`src/rtl/pmc_pkg.sv`:
```
package pmc_pkg;

  typedef enum logic [3:0] {
    MD_DRUN = 4'b0011,
    MD_RUN0 = 4'b0100,
    MD_RUN1 = 4'b0101,
    MD_RUN2 = 4'b0110,
    MD_RUN3 = 4'b0111,
    MD_HALT = 4'b1000,
    MD_STOP = 4'b1010
  } mode_e;

  localparam logic [1:0] FL_NORM = 2'b00;
  localparam logic [1:0] FL_LOW  = 2'b01;
  localparam logic [1:0] FL_OFF  = 2'b10;

  localparam int          CFG_SLOTS = 5;
  localparam int          ADDR_W    = 3;
  localparam logic [2:0]  A_CTRL    = 3'd0;
  localparam logic [2:0]  A_STAT    = 3'd1;
  localparam int          A_CFG0    = 2;
  localparam int          HALT_SLOT = 4;

  function automatic logic is_run(input logic [3:0] m);
    return m[3:2] == 2'b01;
  endfunction

  function automatic logic is_low(input logic [3:0] m);
    return (m == MD_HALT) || (m == MD_STOP);
  endfunction

  function automatic logic code_known(input logic [3:0] c);
    return is_run(c) || is_low(c) || (c == MD_DRUN);
  endfunction

endpackage

```
`src/rtl/pmc_cfg_bank.sv`:
```
module pmc_cfg_bank
  import pmc_pkg::*;
#(
  parameter int NDOM = 8,
  parameter int NCLK = 4,
  localparam int CFG_W = 2 + NCLK + NDOM
) (
  input  logic                                clk,
  input  logic                                rst_n,
  input  logic                                wr_en,
  input  logic [ADDR_W-1:0]                   wr_addr,
  input  logic [CFG_W-1:0]                    wr_data,
  output logic [CFG_SLOTS-1:0][CFG_W-1:0]     cfg_q
);

  localparam logic [CFG_W-1:0] CFG_RST = {{NDOM{1'b1}}, {NCLK{1'b1}}, FL_NORM};

  for (genvar k = 0; k < CFG_SLOTS; k++) begin : g_slot
    logic hit;
    assign hit = wr_en && (wr_addr == ADDR_W'(A_CFG0 + k));

    always_ff @(posedge clk or negedge rst_n) begin
      if (!rst_n) begin
        cfg_q[k] <= CFG_RST;
      end else if (hit) begin
        cfg_q[k] <= wr_data;
      end
    end
  end

endmodule

```
`src/rtl/pmc_mode_fsm.sv`:
```
module pmc_mode_fsm
  import pmc_pkg::*;
(
  input  logic       clk,
  input  logic       rst_n,
  input  logic       ctl_wr,
  input  logic       clr_wr,
  input  logic [3:0] wr_target,
  input  logic       irq_pend,
  input  logic       wake_evt,
  output mode_e      mode_q,
  output logic       busy_q,
  output logic       inv_q
);

  mode_e mode_d, pend_q, pend_d, saved_q, saved_d;
  logic  busy_d, inv_d;
  logic  req_ok, req_bad, hw_exit, tgt_low;

  // request classification
  always_comb begin
    req_ok  = 1'b0;
    req_bad = 1'b0;
    tgt_low = is_low(wr_target);
    if (ctl_wr && !busy_q) begin
      if (!code_known(wr_target)) begin
        req_bad = 1'b1;
      end else if (tgt_low) begin
        if (!is_run(mode_q))  req_bad = 1'b1;
        else if (!irq_pend)   req_ok  = 1'b1;
      end else begin
        if (is_run(mode_q) || (mode_q == MD_DRUN)) req_ok  = 1'b1;
        else                                       req_bad = 1'b1;
      end
    end
  end

  assign hw_exit = !busy_q &&
                   (((mode_q == MD_HALT) && irq_pend) ||
                    ((mode_q == MD_STOP) && (irq_pend || wake_evt)));

  // next state
  always_comb begin
    mode_d  = mode_q;
    pend_d  = pend_q;
    saved_d = saved_q;
    busy_d  = 1'b0;
    if (busy_q) begin
      mode_d = pend_q;
    end else if (hw_exit) begin
      busy_d = 1'b1;
      pend_d = saved_q;
    end else if (req_ok) begin
      busy_d = 1'b1;
      pend_d = mode_e'(wr_target);
      if (tgt_low) saved_d = mode_q;
    end
    if (req_bad)     inv_d = 1'b1;
    else if (clr_wr) inv_d = 1'b0;
    else             inv_d = inv_q;
  end

  always_ff @(posedge clk or negedge rst_n) begin
    if (!rst_n) begin
      mode_q  <= MD_DRUN;
      pend_q  <= MD_DRUN;
      saved_q <= MD_RUN0;
      busy_q  <= 1'b0;
      inv_q   <= 1'b0;
    end else begin
      mode_q  <= mode_d;
      pend_q  <= pend_d;
      saved_q <= saved_d;
      busy_q  <= busy_d;
      inv_q   <= inv_d;
    end
  end

  p_busy_pulse_r2: assert property (@(posedge clk) disable iff (!rst_n)
    busy_q |=> !busy_q);

  p_mode_hold_r9: assert property (@(posedge clk) disable iff (!rst_n)
    !busy_q |=> $stable(mode_q));

  p_low_from_run_r3: assert property (@(posedge clk) disable iff (!rst_n)
    (busy_q && is_low(pend_q)) |-> is_run(mode_q));

  p_irq_drop_r4: assert property (@(posedge clk) disable iff (!rst_n)
    (ctl_wr && !busy_q && is_run(mode_q) && irq_pend && is_low(wr_target))
      |=> (!busy_q && !$rose(inv_q)));

  p_exit_saved_r5: assert property (@(posedge clk) disable iff (!rst_n)
    (busy_q && is_low(mode_q)) |=> (mode_q == $past(saved_q)));

  p_flag_sticky_r8: assert property (@(posedge clk) disable iff (!rst_n)
    (inv_q && !clr_wr) |=> inv_q);

endmodule

```
`src/rtl/pmc_out_sel.sv`:
```
module pmc_out_sel
  import pmc_pkg::*;
#(
  parameter int NDOM = 8,
  parameter int NCLK = 4,
  localparam int CFG_W = 2 + NCLK + NDOM
) (
  input  mode_e                           mode,
  input  logic [CFG_SLOTS-1:0][CFG_W-1:0] cfg_q,
  output logic [NDOM-1:0]                 dom_en,
  output logic [1:0]                      flash_pwr,
  output logic [NCLK-1:0]                 clk_en,
  output logic                            core_clk_en
);

  logic [CFG_W-1:0] sel;
  logic [1:0]       fl_raw;

  always_comb begin
    if (mode == MD_HALT) sel = cfg_q[HALT_SLOT];
    else                 sel = cfg_q[mode[1:0]];
    fl_raw = sel[1:0];
  end

  always_comb begin
    core_clk_en = !is_low(mode);
    case (mode)
      MD_DRUN: begin
        dom_en    = '1;
        clk_en    = '1;
        flash_pwr = FL_NORM;
      end
      MD_STOP: begin
        dom_en    = NDOM'(2'b11);
        clk_en    = '0;
        flash_pwr = FL_OFF;
      end
      default: begin
        dom_en    = sel[2+NCLK +: NDOM] | NDOM'(2'b11);
        clk_en    = sel[2 +: NCLK];
        flash_pwr = (fl_raw == FL_LOW) ? FL_LOW :
                    (fl_raw == FL_NORM) ? FL_NORM : FL_OFF;
      end
    endcase
  end

endmodule

```
`src/rtl/pwr_mode_ctrl.sv`:
```
module pwr_mode_ctrl
  import pmc_pkg::*;
#(
  parameter int NDOM = 8,
  parameter int NCLK = 4,
  localparam int CFG_W = 2 + NCLK + NDOM
) (
  input  logic             clk,
  input  logic             rst_n,
  input  logic             wr_en,
  input  logic [2:0]       wr_addr,
  input  logic [CFG_W-1:0] wr_data,
  input  logic             irq_pend,
  input  logic             wake_evt,
  output logic [3:0]       cur_mode,
  output logic             busy,
  output logic             inv_irq,
  output logic [NDOM-1:0]  dom_en,
  output logic [1:0]       flash_pwr,
  output logic [NCLK-1:0]  clk_en,
  output logic             core_clk_en
);

  logic [1:0] rst_sync;
  logic       rst_int_n;
  logic       ctl_wr, clr_wr;
  mode_e      mode;
  logic [CFG_SLOTS-1:0][CFG_W-1:0] cfg_q;

  always_ff @(posedge clk or negedge rst_n) begin
    if (!rst_n) rst_sync <= 2'b00;
    else        rst_sync <= {rst_sync[0], 1'b1};
  end
  assign rst_int_n = rst_sync[1];

  assign ctl_wr = wr_en && (wr_addr == A_CTRL);
  assign clr_wr = wr_en && (wr_addr == A_STAT) && wr_data[0];

  pmc_cfg_bank #(.NDOM(NDOM), .NCLK(NCLK)) u_cfg (
    .clk     (clk),
    .rst_n   (rst_int_n),
    .wr_en   (wr_en),
    .wr_addr (wr_addr),
    .wr_data (wr_data),
    .cfg_q   (cfg_q)
  );

  pmc_mode_fsm u_fsm (
    .clk       (clk),
    .rst_n     (rst_int_n),
    .ctl_wr    (ctl_wr),
    .clr_wr    (clr_wr),
    .wr_target (wr_data[3:0]),
    .irq_pend  (irq_pend),
    .wake_evt  (wake_evt),
    .mode_q    (mode),
    .busy_q    (busy),
    .inv_q     (inv_irq)
  );

  pmc_out_sel #(.NDOM(NDOM), .NCLK(NCLK)) u_out (
    .mode        (mode),
    .cfg_q       (cfg_q),
    .dom_en      (dom_en),
    .flash_pwr   (flash_pwr),
    .clk_en      (clk_en),
    .core_clk_en (core_clk_en)
  );

  assign cur_mode = mode;

endmodule

```
`config.mk`:
```
export PLATFORM = sky130hd
export DESIGN_NAME = pwr_mode_ctrl
export DESIGN_NICKNAME = d
export VERILOG_FILES = /design/src/rtl/pmc_pkg.sv /design/src/rtl/pmc_cfg_bank.sv /design/src/rtl/pmc_mode_fsm.sv /design/src/rtl/pmc_out_sel.sv /design/src/rtl/pwr_mode_ctrl.sv
export SDC_FILE = /design/constraint.sdc
export NUM_CORES = 1
export LEC_CHECK = 0
export ABC_AREA = 1
export BUFFER_PORTS_ARGS = -buffer_cell sky130_fd_sc_hd__buf_2
export CAP_MARGIN = 20
export CORE_MARGIN = 4
export CORE_UTILIZATION = 34
export DETAILED_ROUTE_END_ITERATION = 10
export PLACE_DENSITY = 0.54
export SKIP_CTS_REPAIR_TIMING = 1
export SLEW_MARGIN = 20
export SYNTH_ARGS = -nofsm -noshare
export SYNTH_HDL_FRONTEND = slang
export SYNTH_SLANG_ARGS = --single-unit
```
`constraint.sdc`:
```
create_clock -name clk -period 2.05 [get_ports clk]
set_clock_uncertainty 0.1 [all_clocks]
set_input_delay 0.205 -clock clk [delete_from_list [all_inputs] [get_ports clk]]
set_output_delay 0.205 -clock clk [all_outputs]
set_load 0.005 [all_outputs]
```
Yosys cells after proc, flatten, opt, wreduce, memory -nomap -nowiden --
Index checks and enable logic that the tools add are counted.
Word-level totals: register bits after elaboration 86, input port bits 22, output and inout port bits 21, word-level logic and storage cells 82
Operators by class: order comparisons 1, equal/unequal tests 15, muxes and demuxes 26, bitwise operators 2, reduce and logical (&&, ||, !) cells 27
Operator list (number):
- binary-select mux 14 bit (select 2 bit) | 1
- two-way mux 14 bit | 2
- equality test 4 bit, second input constant | 4
- two-way mux 1 bit | 16
- case mux 8 bit (2 select lines) | 1
- logical AND 1 bit | 12
- equality test 3 bit, second input constant | 3
- equality test 4 x 2 -> 1 bit, second input constant | 2
- two-way mux 4 bit | 2
- case mux 4 bit (2 select lines) | 1
- logical OR 1 bit | 7
- equality test 2 x 1 -> 1 bit, second input constant | 3
- equality test 3 x 2 -> 1 bit, second input constant | 2
- less-than comparator 2 x 4 -> 1 bit, second input constant | 1
- two-way mux 2 bit | 2
- case mux 2 bit (2 select lines) | 1
- AND reduction 4 bit | 1
- nonzero test 2 bit | 2
- equality test 3 x 1 -> 1 bit, second input constant | 1
- zero test 3 bit | 1
- zero test 1 bit | 2
- zero test 2 bit | 1
- inverter 1 bit | 2
- AND reduction 2 bit | 1

Logic depth before layout (Yosys ltp) --
depth in word-level cells 9, gate-level depth with buffers 10, gate-level depth less buffers 9

Hierarchy --
Synthesis repeated with hierarchy kept, for this count alone.
Unflattened totals: cells, all modules 598, area, all modules 4503.1 µm²
Modules (own cells, without submodules):
- pmc_cfg_bank | instances 1, cells an instance 314, area an instance 2850.2 µm², sequential area each 1826.8 µm²
- pmc_out_sel | instances 1, cells an instance 182, area an instance 805.8 µm², sequential area each 0.0 µm²
- pmc_mode_fsm | instances 1, cells an instance 93, area an instance 764.5 µm², sequential area each 356.6 µm²
- pwr_mode_ctrl | instances 1, cells an instance 9, area an instance 82.6 µm², sequential area each 50.0 µm²

Worst setup path after synthesis --
Ideal clock, no wire load.
path kind reg2out, start point reg u_fsm.mode_q[0], end point out flash_pwr[0], arrival time 1.304 ns, required time 1.745 ns, setup slack 0.441 ns, cell stages (with the launch flop) 9, buffers on the path 2, cell sequence dfstp_2 > buf_4 > nor2_1 > nand2_1 > buf_2 > nor2_1 > nor2_1 > nand2_1 > nor2_1
Between the ends: cells in the longest elaborated chain, start to end 6, elaborated cells on any way between the ends 9, those cells by class eq/ne: 4; mux: 5
RTL lines:
- from (decl) | RTL line pmc_mode_fsm.sv:11 | output mode_e mode_q,
- from (signal assigned) | RTL line pmc_mode_fsm.sv:71 | mode_q <= mode_d;
- binary-select mux 14 bit (select 2 bit) | RTL line pmc_out_sel.sv:21 | else sel = cfg_q[mode[1:0]];
- two-way mux 14 bit (implied by the code) | RTL line pmc_out_sel.sv:21
- two-way mux 14 bit | RTL line pmc_out_sel.sv:20 | if (mode == MD_HALT) sel = cfg_q[HALT_SLOT];
- equality test 2 x 1 -> 1 bit | RTL line pmc_out_sel.sv:41 | flash_pwr = (fl_raw == FL_LOW) ? FL_LOW :
- two-way mux 2 bit | RTL line pmc_out_sel.sv:41
- case mux 2 bit (2 select lines) * | RTL line pmc_out_sel.sv:27 | case (mode)
- to (decl) | RTL line pwr_mode_ctrl.sv:19 | output logic [1:0] flash_pwr,
Mark *: on every way between the ends. The rest lies on a longest branch, timed or not. The select of a mux whose other input is x is not followed.

Worst setup path after layout --
start point reg u_fsm.mode_q[1], end point out dom_en[4]
Between the ends: cells in the longest elaborated chain, start to end 4, elaborated cells on any way between the ends 7, those cells by class eq/ne: 3; mux: 4
RTL lines:
- binary-select mux 14 bit (select 2 bit) | RTL line pmc_out_sel.sv:21
- two-way mux 14 bit (implied by the code) | RTL line pmc_out_sel.sv:21
- two-way mux 14 bit | RTL line pmc_out_sel.sv:20
- case mux 8 bit (2 select lines) * | RTL line pmc_out_sel.sv:27
- to (decl) | RTL line pwr_mode_ctrl.sv:18 | output logic [NDOM-1:0] dom_en,
Marks and branches as above.

==> results.yml <==
outcome:
  run_status: "finished, violations left"
  failed_checks: "setup timing"
layout:
  finalNetCount: 530
  layout-area-overhead-vs-synth_pct: 24.5
  drive_gt1_share_pct: 37.8
  n_antenna_cell: 0
  layout.core_utilization_pct: 43.5
  fin_cells: 649
die:
  floorplan.initialDensity_pct: 35.0
  design.die.area_um2: 12400
  die_w_um: 111
  io-pin-count: 43
  die_height_um: 111
  rows: 37
  area_of_the_core_um2: 10400
sta:
  drv_slew: 0
  max_clock_freq_mhz: 457
  setup_viol_count_final: 12
  fin_tns_setup_ps: -782
  report.final.hold_viol_count: 0
  finalCriticalPeriod_ps: 2190
  rsz0062_at_grt: "yes"
  hold_ws_ps: 51.2
  post-route-worst-setup-slack_ps: -138
  layout_worst_path_cycle_share_pct: 107
logic_synthesis:
  synthCells: 446
  synth_seq_cells: 76
  synthesized_cell_area_um2: 3620
  synth_simple_gate_area_share_pct: 25.3
  synth-async-reset-ratio_pct: 100
  synth_edf_count: 0
  ys_types: 30
  postSynthAreaPerCell_um2: 8.13
  yosys.area_share.adder_pct: 0
  synth_mux_area_share_pct: 0
  yosysTopAreaCell: "dfstp_2"
  combinational_family_with_the_most_area_after_synthesis: "simple AND/OR/NAND/NOR gates"
  post_synthesis_share_of_cell_area_spent_on_xor_and_xnor_gates_pct: 0
  synth_warnings: 0
  dominantRegCellSynth: "dfstp_2"
  post-synth-top-count-cell: "nand2_1"
  post_synth_main_area_contributors: "dfstp_2, nand2_1, dfrtp_1, o21ai_0, nand3_1"
  synth_compound_area_share_pct: 14.3
  yosys-top-cells-count: "nand2_1, o21ai_0, dfstp_2"
  synth_top_area_share_pct: 39.9
  yosysSeqAreaShare_pct: 54.4
cts:
  clock_latency_ps: 350
  clkTransAtPathRegs_ps: 80
  tritoncts: "built"
  total_clock_sinks: 76
  buffers_from_clock_root_to_sink_at_most: 2
  cts_htree_levels: 3
  cts-root-buf: "clkbuf_8"
  numCtsBuffers: 9
critical_path:
  critical_path_class: "flop to output pin"
  rr_endpoint: "u_fsm.pend_q[2]"
  critical_path_required_ps: 1750
  path_common_cell: "buf_6"
  worst_r2r_path_cells: 11
  worst_ep_arrival_time_ps: 1880
  critPathBufInv: 4
  crit_path_max_incr_delay_ps: 600
  worst_setup_path_start_kind: "flop"
  regToRegStartpoint: "u_fsm.mode_q[1]"
  setup.worst_path.end_class: "output pin"
  cpLargestDelayFamily: "flip-flops"
  worst-path-max-fanout: 6
  critical_path.slowest_cell: "dfstp_2"
  regToRegSetupSlack_ps: 270
  cp_cell_sequence: "inv_2 > nor2_4 > buf_6 > buf_6 > nand2_2 > nand3_2 > nor2_1 > o21ai_1 > buf_2"
global_routing:
  overall_overflow_remaining_after_global_route: 0
  grt_first_pass_wirelength_um: 15700
  antenna_found_initial: 0
  grt_usage_pct: 15.7
  maximum_number_of_pins_on_one_net_before_global_route_repair: 75
  first_global_vias: 3058
run:
  drv_cap: 0
power:
  ir_worst_vdd_v: 0.000504
  cellLeakagePower_uw: 0.00216
  power_density_nw_per_um2: 1270
routing:
  met3RoutedLength_um: 372
  remaining_drc_errors: 0
  post_drt_via_cell_ratio: 4.78
  detail_route.wl_per_cell_um: 14.3
  drtAntennaViolNets: 0
  top_layer_used: "met4"
  routed_wirelength_um: 9280
  routedLengthMet1_um: 4620
  drt-pass1-iter-count: 4
  initialDrtViolationCount: 164
  detailroute.wirelength.met2_um: 4130
  routed-via-count: 3103
worst_hold_path:
  hold_class: "input port to async pin"
placement:
  gpl.final_weighted_congestion: 0.811
  post-place-cells: 620
  io_buffers: 38
  post-dp-hpwl_um: 6360
==> cells in the final DEF, fill, tap and decap left out, types with 3 or more instances in the layout <==
| cell | instances |
|---|---|
| a21oi_1 | 18 |
| buf_2 | 39 |
| buf_4 | 23 |
| buf_6 | 7 |
| clkbuf_8 | 10 |
| conb_1 | 3 |
| dfrtp_1 | 20 |
| dfstp_2 | 55 |
| inv_1 | 22 |
| inv_2 | 5 |
| nand2_1 | 141 |
| nand2_2 | 16 |
| nand3_1 | 18 |
| nand3_2 | 9 |
| nor2_1 | 15 |
| nor2_2 | 11 |
| o21ai_0 | 66 |
| o21ai_1 | 8 |
==> report_power, final <==
group	switching, uW	internal, uW	total [uW]
logic	1270	1000	2270
registers	215	1970	2180
clock network	597	681	1280
total	2080	3650	5730
==> flip-flops by register name (all words and copies together) (netlist names) <==
signal and cells:
u_cfg.cfg_q 60, u_fsm.mode_q 4, u_fsm.pend_q 4, u_fsm.saved_q 4, rst_sync 2, u_fsm.busy_q 1, u_fsm.inv_q 1
==> final cells by class <==
class	instances	area [um^2]
timing repair buffer	71	477
fill	1064	5860
tap	136	170
sequential	76	1970
clock inverter	5	63.8
clock buffer	11	163
multi-input combinational	321	1550
inverter	29	115
==> metrics by stage <==
| stage | setup slack (ps) | total power (uW) | instance area [um^2] |
|---|---|---|---|
| floorplan | 441 | 3290 | 3630 |
| global placement | 151 | 4100 | 4050 |
| detailed placement | 163 | 4120 | 4050 |
| CTS | -238 | 5430 | 4280 |
| global route | -213 | 6170 | 4510 |
| finish | -138 | 5730 | 4510 |
==> how the worst max path moves through the flow <==
stage / from / to / slack, ps / cells past startpoint
finish: u_fsm.mode_q[1] / dom_en[4] / -140 / 9
global route: u_fsm.mode_q[1] / clk_en[1] / -210 / 9
CTS: u_fsm.mode_q[0] / clk_en[2] / -240 / 6
detailed placement: u_fsm.mode_q[0] / clk_en[2] / 160 / 6
global placement: u_fsm.mode_q[1] / dom_en[4] / 150 / 8
floorplan: u_fsm.mode_q[0] / flash_pwr[0] / 440 / 8
==> cell families (layout without fill, tap and decap cells) <==
kind of cell	after synthesis	in the layout
other	1	3
flip-flops	76	76
buffers and inverters	51	116
AO/OA/AOI/OAI	99	99
AND/OR/NAND/NOR	219	219
==> worst register-to-register path, stage by stage, from the launching register on <==
cell,delay [ps]
dfstp_2,600
inv_2,70
nor2_4,140
buf_4,150
buf_6,100
nand3_1,80
nand2_2,130
nand2_4,110
nand2_1,70
nand2_1,40
nand2_1,60
nand2_1,40
==> per-layer routing <==
metal  up-vias  global-route usage (%)
li1       1555                       -
met1      1467                    22.2
met2        66                    24.0
met3        15                    3.98
met4         0                    3.97
met5         -                       0
No activity file was read; power rests on OpenSTA's default activity.
